<file path="src/rtl/gci_link_activator.sv">
module gci_link_activator #(
  parameter int FRAME_BITS = 32,
  parameter int CI_POS     = 24,
  parameter int CNT_W      = 16
) (
  input  logic             clk,
  input  logic             rst_n,
  input  logic             gci_clk,
  input  logic             gci_fsync,
  input  logic             gci_rxd,
  input  logic [CNT_W-1:0] idle_limit,
  input  logic [3:0]       tx_ci_cmd,
  input  logic             force_zero,
  input  logic             irq_enable,
  input  logic             irq_clear,
  output logic             tx_data,
  output logic [3:0]       tx_ci_code,
  output logic [3:0]       rx_ci_code,
  output logic             irq,
  output logic             irq_pending,
  output logic             clk_alive,
  output logic             link_active
);
  localparam int BIT_W = $clog2(FRAME_BITS);
  localparam logic [BIT_W-1:0] CI_FIRST = BIT_W'(CI_POS);
  localparam logic [BIT_W-1:0] CI_LAST  = BIT_W'(CI_POS + 3);
  localparam logic [BIT_W-1:0] LAST_SLOT = BIT_W'(FRAME_BITS - 1);

  logic [2:0]       ck_s;
  logic [1:0]       fs_s, rx_s;
  logic [CNT_W-1:0] idle_cnt;
  logic [BIT_W-1:0] slot;
  logic             framed;
  logic [2:0]       ci_sh;
  logic [3:0]       cand;
  logic             cand_valid;

  wire rise    = ck_s[1] & ~ck_s[2];
  wire rx_ok   = fs_s[1] | framed;
  wire [BIT_W-1:0] idx_now = fs_s[1] ? '0 : ((slot == LAST_SLOT) ? '0 : slot + 1'b1);
  wire in_rx_ci = rx_ok && idx_now >= CI_FIRST && idx_now <= CI_LAST;
  wire [3:0] code_full = {ci_sh, rx_s[1]};
  wire code_done = rise && rx_ok && idx_now == CI_LAST;
  wire accept = code_done && cand_valid && code_full == cand && code_full != rx_ci_code;
  wire timeout = !rise && clk_alive && idle_cnt >= idle_limit;

  wire in_tx_ci = framed && slot >= CI_FIRST && slot <= CI_LAST;
  wire [1:0] ci_off = 2'(slot - CI_FIRST);

  assign tx_data    = force_zero ? 1'b0 : ((clk_alive && in_tx_ci) ? tx_ci_cmd[2'd3 - ci_off] : 1'b1);
  assign tx_ci_code = force_zero ? 4'h0 : tx_ci_cmd;
  assign irq        = irq_pending & irq_enable;

  always_ff @(posedge clk) begin
    if (!rst_n) begin
      ck_s <= '0;
      fs_s <= '0;
      rx_s <= '1;
    end else begin
      ck_s <= {ck_s[1:0], gci_clk};
      fs_s <= {fs_s[0], gci_fsync};
      rx_s <= {rx_s[0], gci_rxd};
    end
  end

  always_ff @(posedge clk) begin
    if (!rst_n) begin
      idle_cnt  <= '0;
      clk_alive <= 1'b0;
    end else if (rise) begin
      idle_cnt  <= '0;
      clk_alive <= 1'b1;
    end else if (timeout) begin
      clk_alive <= 1'b0;
    end else if (clk_alive) begin
      idle_cnt <= idle_cnt + 1'b1;
    end
  end

  always_ff @(posedge clk) begin
    if (!rst_n || timeout) begin
      slot       <= '0;
      framed     <= 1'b0;
      ci_sh      <= '1;
      cand       <= 4'hF;
      cand_valid <= 1'b0;
    end else if (rise) begin
      slot <= idx_now;
      if (fs_s[1]) framed <= 1'b1;
      if (in_rx_ci) ci_sh <= {ci_sh[1:0], rx_s[1]};
      if (code_done) begin
        cand       <= code_full;
        cand_valid <= 1'b1;
      end
    end
  end

  always_ff @(posedge clk) begin
    if (!rst_n || timeout) begin
      rx_ci_code  <= 4'hF;
      link_active <= 1'b0;
    end else if (accept) begin
      rx_ci_code  <= code_full;
      link_active <= 1'b1;
    end
  end

  always_ff @(posedge clk) begin
    if (!rst_n)         irq_pending <= 1'b0;
    else if (accept)    irq_pending <= 1'b1;
    else if (irq_clear) irq_pending <= 1'b0;
  end

  AST_FORCE_ZERO_OUT: assert property (@(posedge clk) disable iff (!rst_n)
    force_zero |-> (!tx_data && tx_ci_code == 4'h0));

  AST_PENDING_HOLDS: assert property (@(posedge clk) disable iff (!rst_n)
    (irq_pending && !irq_clear) |=> irq_pending);

  AST_EDGE_WAKES: assert property (@(posedge clk) disable iff (!rst_n)
    rise |=> clk_alive);

  AST_LINK_NEEDS_CLOCK: assert property (@(posedge clk) disable iff (!rst_n)
    link_active |-> clk_alive);

  AST_CODE_CHANGE_FLAGS: assert property (@(posedge clk) disable iff (!rst_n)
    (rx_ci_code != $past(rx_ci_code) && clk_alive) |-> irq_pending);

  AST_STOP_RESTORES_IDLE: assert property (@(posedge clk) disable iff (!rst_n)
    ($past(clk_alive) && !clk_alive) |-> (!link_active && rx_ci_code == 4'hF));
endmodule

</file>
<file path="config.mk">
export PLATFORM = sky130hd
export DESIGN_NAME = gci_link_activator
export DESIGN_NICKNAME = d
export VERILOG_FILES = /design/src/rtl/gci_link_activator.sv
export SDC_FILE = /design/constraint.sdc
export NUM_CORES = 1
export LEC_CHECK = 0
export BUFFER_PORTS_ARGS = -buffer_cell sky130_fd_sc_hd__buf_4
export CAP_MARGIN = 10
export CORE_ASPECT_RATIO = 1.1
export CORE_MARGIN = 5
export CORE_UTILIZATION = 35
export DETAILED_ROUTE_END_ITERATION = 16
export PLACE_DENSITY = 0.5
export SLEW_MARGIN = 5
export SYNTH_ARGS = -nofsm -noshare
export SYNTH_HDL_FRONTEND = slang
export SYNTH_SLANG_ARGS = --single-unit
</file>
<file path="constraint.sdc">
create_clock -name clk -period 6.21 [get_ports clk]
set_input_delay 0.9315 -clock clk [delete_from_list [all_inputs] [get_ports clk]]
set_output_delay 0.9315 -clock clk [all_outputs]
set_load 0.02 [all_outputs]
</file>
==> results of run 1 <==
==> area by class of cell <==
cell class,instances,area [um^2]
Sequential cell,44,881
Clock inverter,2,12.5
Multi-Input combinational cell,199,1400
Clock buffer,5,68.8
Fill cell,684,3780
Inverter,21,78.8
Tap cell,82,103
Timing Repair Buffer,40,300
==> cell families after synthesis <==
group,Yosys count,share of synthesized area
flops,44,0.368
simple gates,95,0.223
buf+inv,28,0.0460
compound gates,54,0.142
xor+xnor,17,0.0622
fa+ha+maj,20,0.104
mux,13,0.0549
==> routing by layer <==
metal	vias up	global-route usage
met4	0	0.0442
met5	-	0
met3	7	0.0297
li1	1025	-
met2	43	0.158
met1	852	0.172
==> stage by stage <==
stage	instances	power [W]	area [um^2]	hold slack, ns	util
2_1_floorplan	271	0.000323	2390	0.386	-
3_3_place_gp	386	0.000344	2770	0.387	0.417
3_5_place_dp	386	0.000345	2770	0.399	0.417
4_1_cts	393	0.000523	2850	0.422	0.429
5_1_grt	393	0.000539	2850	0.462	0.429
6_report	393	0.000513	2850	0.416	0.429
==> state kept, by name (all words and copies together), names as in the netlist <==
| register | flops |
|---|---|
| cand | 4 |
| cand_valid | 1 |
| ci_sh | 3 |
| ck_s | 3 |
| clk_alive | 1 |
| framed | 1 |
| fs_s | 2 |
| idle_cnt | 16 |
| irq_pending | 1 |
| link_active | 1 |
| rx_ci_code | 4 |
| rx_s | 2 |
| slot | 5 |
==> cell usage after synthesis, drive strengths merged, types with 2 or more instances <==
| cell | instances |
|---|---|
| and4 | 2 |
| clkbuf | 5 |
| mux2i | 12 |
| xor2 | 11 |
| a21oi | 19 |
| o21ai | 14 |
| a21o | 2 |
| inv | 21 |
| and2 | 13 |
| nor4 | 5 |
| nor2 | 16 |
| and3 | 5 |
| buf | 2 |
| nor2b | 5 |
| nand2b | 5 |
| o2111ai | 5 |
| nand4 | 2 |
| ha | 20 |
| nand3 | 7 |
| or3 | 7 |
| dfxtp | 44 |
| xnor2 | 6 |
| nand2 | 24 |
| o21a | 5 |
==> power breakdown <==
group	total [W]	internal [W]	switching (W)
clock	0.000176	0.0000763	0.0000993
sequential	0.000289	0.000285	0.00000336
combinational	0.0000485	0.0000244	0.0000241
total	0.000513	0.000386	0.000127
==> final timing paths <==
check,slack [ns],endpoint,cells after the start
max,3.25,idle_cnt[10]$_SDFFE_PP0P_,9
min reg2reg,0.42,rx_s[1]$_SDFF_PN1_,1
min,0.42,rx_s[1]$_SDFF_PN1_,1
max reg2reg,3.30,rx_ci_code[0]$_SDFFE_PP1P_,10
==> worst register-to-register path, delay by kind of cell, from the launching register on <==
family | cells | cell delay, ns
flops | 1 | 0.39
compound gates | 1 | 0.14
simple gates | 6 | 1.55
mux | 1 | 0.20
fa+ha+maj | 2 | 0.51
==> flow_summary.toml, run 1 <==
[floorplan]
die_w_um = 88.9
dieArea_mm2 = 0.00860
start_util = 0.361
core_area_mm2 = 0.00663
fp-row-count = 31
die_height_um = 96.8
io_pins = 41

[sta]
max_freq_ghz = 0.338
fin_ws_ns = 3.25
grt_setup_unrepaired = "false"
period_share = 0.476
hold_viol = 0
final-setup-viol-count = 0
fin_worst_skew_ns = 0.00598
setup_tns_ns = 0
slew-limit-headroom = 0.581
timing.final.crit_period_ns = 2.96
slew_violations = 0
worst_pin_slew_ns = 0.627

[clocking]
h-tree-depth = 2
hold_buffers = 0
cts_tree = "yes"
clk_latency_ns = 0.30
clk_transition_reported_paths_ns = 0.08
clock_path_buffers = 2
clock-sinks = 44
cts_setup_buffers = 0
cts_buffers = 5
root_buffer = "clkbuf_8"
cts-resized-gates = 0

[synth]
avgSynthCellArea_um2 = 8.84
netlist_instances = 271
ys_seq_area_frac = 0.368
synth_top_cell_by_area = "dfxtp_1"
yosysTopAreaCellShare = 0.368
synth_nets = 319
ys_types = 43
async_flop_share = 0
synthTopCellsByArea = "dfxtp_1 37%, ha_1 10%, mux2i_1 5.0%"
ys_seq_elements = 44
ys_warn_count = 0
synth-edff-count = 0
ys.flop_type = "dfxtp_1"
syn-cell-area_mm2 = 0.00239

[global_route]
grt_remaining_overflow = 0
grt_pass1_vias = 1779
grt_max_degree = 14
antenna_found_initial = 0
grt_usage = 0.116
grt_pass1_wl_um = 8050

[setup_path]
crit_slowest_cell = "or4_1"
crit_chain = "buf_4, ha_1, nand2b_1, a2111oi_0, o21a_1, o21a_2, nor2_1, or4_1, a21oi_1"
crit_path_start_kind = "primary input"
critPathCaptureType = "flip-flop"
worst-setup-path-type = "in2reg"
crit_start = "idle_limit[0]"
critPathTopFamily = "compound AO/OA/AOI/OAI gates"
worstPathArrival_ns = 3.18
cp_max_fo = 11
crit_path_max_incr_delay_ns = 0.54
worstPathRequired_ns = 6.43
r2r_start = "slot[1]$_SDFFE_PP0P_"
cp_num_buf_inv = 1

[cells_and_area]
antenna_cells = 0
nNetsFinal = 359
final_cell_mix = "44 x dfxtp_1, 40 x buf_4, 24 x nand2_1"
final_common_cell = "dfxtp_1"
drive_gt1_frac = 0.167
area_delta_synth_final_pct = 18.9

[place]
dpl_worst_slack_ns = 2.96
hpwl_um = 3700
portBuffers = 40
gp_congestion = 0.764

[drt]
route.detailed.drc = 0
dr_wl_met3_um = 245
firstDrtPassIters = 4
drtIter0Drc = 64
top_layer_used = "met4"
vias_per_cell = 4.90
wl_met2_um = 1950
drt_wl_total_um = 4900
ant_nets = 0
wl_met1_um = 2620
route.vias.total = 1927
wl_per_cell_um = 12.5

[job]
cap_violations = 0

[power_and_ir_drop]
vdd_drop_max_uv = 101
leakagePower_nw = 1.23
power.density_mw_per_mm2 = 180

[worst_hold_path]
worstHoldStart = "rx_s[0]$_SDFF_PN1_"
min-delay-path-class = "reg2reg"

[outcome]
outcome = "finished clean"
Power figures use the tool's default switching activity.
==> run 2, diff against run 1 <==
--- a/config.mk
+++ b/config.mk
@@ -11,7 +11,7 @@
 export CORE_MARGIN = 5
 export CORE_UTILIZATION = 35
 export DETAILED_ROUTE_END_ITERATION = 16
-export PLACE_DENSITY = 0.5
+export PLACE_DENSITY = 0.52
 export SLEW_MARGIN = 5
 export SYNTH_ARGS = -nofsm -noshare
 export SYNTH_HDL_FRONTEND = slang
==> constraint.sdc (replaced) <==
create_clock -name clk -period 2.39 [get_ports clk]
set_input_delay 0.3585 -clock clk [delete_from_list [all_inputs] [get_ports clk]]
set_output_delay 0.3585 -clock clk [all_outputs]
set_load 0.02 [all_outputs]
==> flow_summary.toml, run 2 (synthesis gave the netlist of run 1 again) <==
[place]
portBuffers = 40
dpl_worst_slack_ns = -0.0894
place_area_mm2 = 0.00292
gp_congestion = 0.788
dp_cells = 402
hpwl_um = 3780

[drt]
ant_nets = 0
wl_per_cell_um = 12.0
drt_wl_total_um = 4980
firstDrtPassIters = 4
drtIter0Drc = 49
route.vias.total = 2025
route.detailed.drc = 0
vias_per_cell = 4.88

[clocking]
clock-sinks = 44
cts_buffers = 5
h-tree-depth = 2
cts_tree = "yes"
clock_path_buffers = 2
hold_buffers = 0
clk_latency_ns = 0.30
clk_transition_reported_paths_ns = 0.10
root_buffer = "clkbuf_8"

[setup_path]
cp_num_buf_inv = 0
critPathTopFamily = "compound AO/OA/AOI/OAI gates"
crit_path_start_kind = "flip-flop"
crit_chain = "ha_1, a41o_1, a221oi_2, and3_1, o21a_2, nor2_1, or4_1, a21oi_1"
worstPathArrival_ns = 2.52
crit_slowest_cell = "or4_1"
worstPathRequired_ns = 2.61
cp_max_fo = 4
crit_start = "idle_cnt[10]$_SDFFE_PP0P_"
r2r_start = "idle_cnt[10]$_SDFFE_PP0P_"
critPathCaptureType = "flip-flop"
crit_path_max_incr_delay_ns = 0.49
r2r_slack_ns = 0.09
worst-setup-path-type = "reg2reg"

[sta]
worst_pin_slew_ns = 0.562
grt_setup_unrepaired = "true"
max_freq_ghz = 0.435
period_share = 0.961
slew_violations = 0
fin_ws_ns = 0.0936
hold_viol = 0
timing.final.crit_period_ns = 2.30
fin_worst_skew_ns = 0.0124
final-setup-viol-count = 0
hold_ws_ns = 0.229
slew-limit-headroom = 0.622

[power_and_ir_drop]
seq_power_share = 0.501
swShare = 0.237
power.density_mw_per_mm2 = 479
pwr-share-comb = 0.104
finalPower_w = 0.00150
leakagePower_nw = 1.35
vdd_drop_max_uv = 326
power.share.clock = 0.395
intPower_w = 0.00114
p_sw_w = 0.000354

[floorplan]
die_w_um = 88.9
die_height_um = 96.8
dieArea_mm2 = 0.00860
core_area_mm2 = 0.00663
io_pins = 41
fp-row-count = 31
start_util = 0.361

[cells_and_area]
stdcell_area_mm2 = 0.00313
nNetsFinal = 380
largest_reg_flops = 16
layoutNonFillerInstCount = 415
final_common_cell = "buf_4"
final_cell_mix = "60 x buf_4, 39 x dfxtp_1, 24 x nand2_1"
regMostFlops = "idle_cnt"
drive_gt1_frac = 0.267
antenna_cells = 0
area_delta_synth_final_pct = 30.6
largestRegisters = "idle_cnt: 16 flops, slot: 5 flops"
n_fill_cell = 668

[global_route]
grt_usage = 0.118
grt_remaining_overflow = 0
grt_pass1_vias = 1843
grt_max_degree = 16
grt_pass1_wl_um = 8240
antenna_found_initial = 0

[worst_hold_path]
min-delay-path-class = "in2reg"
worstHoldStart = "gci_rxd"

[outcome]
outcome = "finished clean"

[job]
cap_violations = 0
[run 2: changes by cell type in the layout (fill, tap and decap cells not counted), sizes merged]
cell / previous run / this run
clkinvlp: 1 / 0
clkinv: 1 / 2
buf: 40 / 61
bufinv: 0 / 1
[run 2: layer usage]
layer / share of wire / up-vias / global-route usage
met2: 0.42 / 41 / 0.173
met1: 0.51 / 904 / 0.169
li1: - / 1075 / -
met5: 0 / - / 0
met4: 0.016 / 0 / 0.0419
met3: 0.050 / 5 / 0.0255
[run 2: cell type report]
class                      instances  area, um^2  share of cell area
clock inverter                     3        47.5              0.0152
multi-input combinational        199        1470               0.471
tap                               82         103              0.0328
inverter                          21        78.8              0.0252
clock buffer                       5        68.8              0.0220
timing repair buffer              61         470               0.150
sequential                        44         887               0.284
[run 2: worst reg2reg max path: stages (launching register included)]
cell and delay, ns:
dfxtp_2 0.35, ha_1 0.29, a41o_1 0.25, a221oi_2 0.27
and3_1 0.19, o21a_2 0.16, nor2_1 0.07, or4_1 0.49
a21oi_1 0.14
[run 2: path summary, 6_finish.rpt]
| kind | to | cells past startpoint |
|---|---|---|
| max | idle_cnt[10]$_SDFFE_PP0P_ | 8 |
| min | rx_s[0]$_SDFF_PN1_ | 2 |
| max reg2reg | idle_cnt[10]$_SDFFE_PP0P_ | 8 |
| min reg2reg | rx_s[1]$_SDFF_PN1_ | 1 |
[run 2: power by group through the flow]
stage          Combinational, W  Sequential [W]  Clock [W]
2_1_floorplan         0.0000717        0.000767          0
3_3_place_gp           0.000148        0.000767          0
3_5_place_dp           0.000149        0.000767          0
4_1_cts                0.000151        0.000750   0.000610
5_1_grt                0.000173        0.000752   0.000651
6_report               0.000156        0.000750   0.000591
[run 2: metrics by stage]
step                 util  TNS [ns]
floorplan               -   -0.0221
global placement    0.440    -0.311
detailed placement  0.440    -0.466
CTS                 0.460         0
global route        0.471   -0.0394
finish              0.471         0
[run 2: repair_timing]
item / in CTS / in global routing
cloned: 0 / 0
endpoints found under the setup margin: 8 / 30
pin swaps: 1 / 8
buffers inserted: 1 / 4
resized for setup: 2 / 12
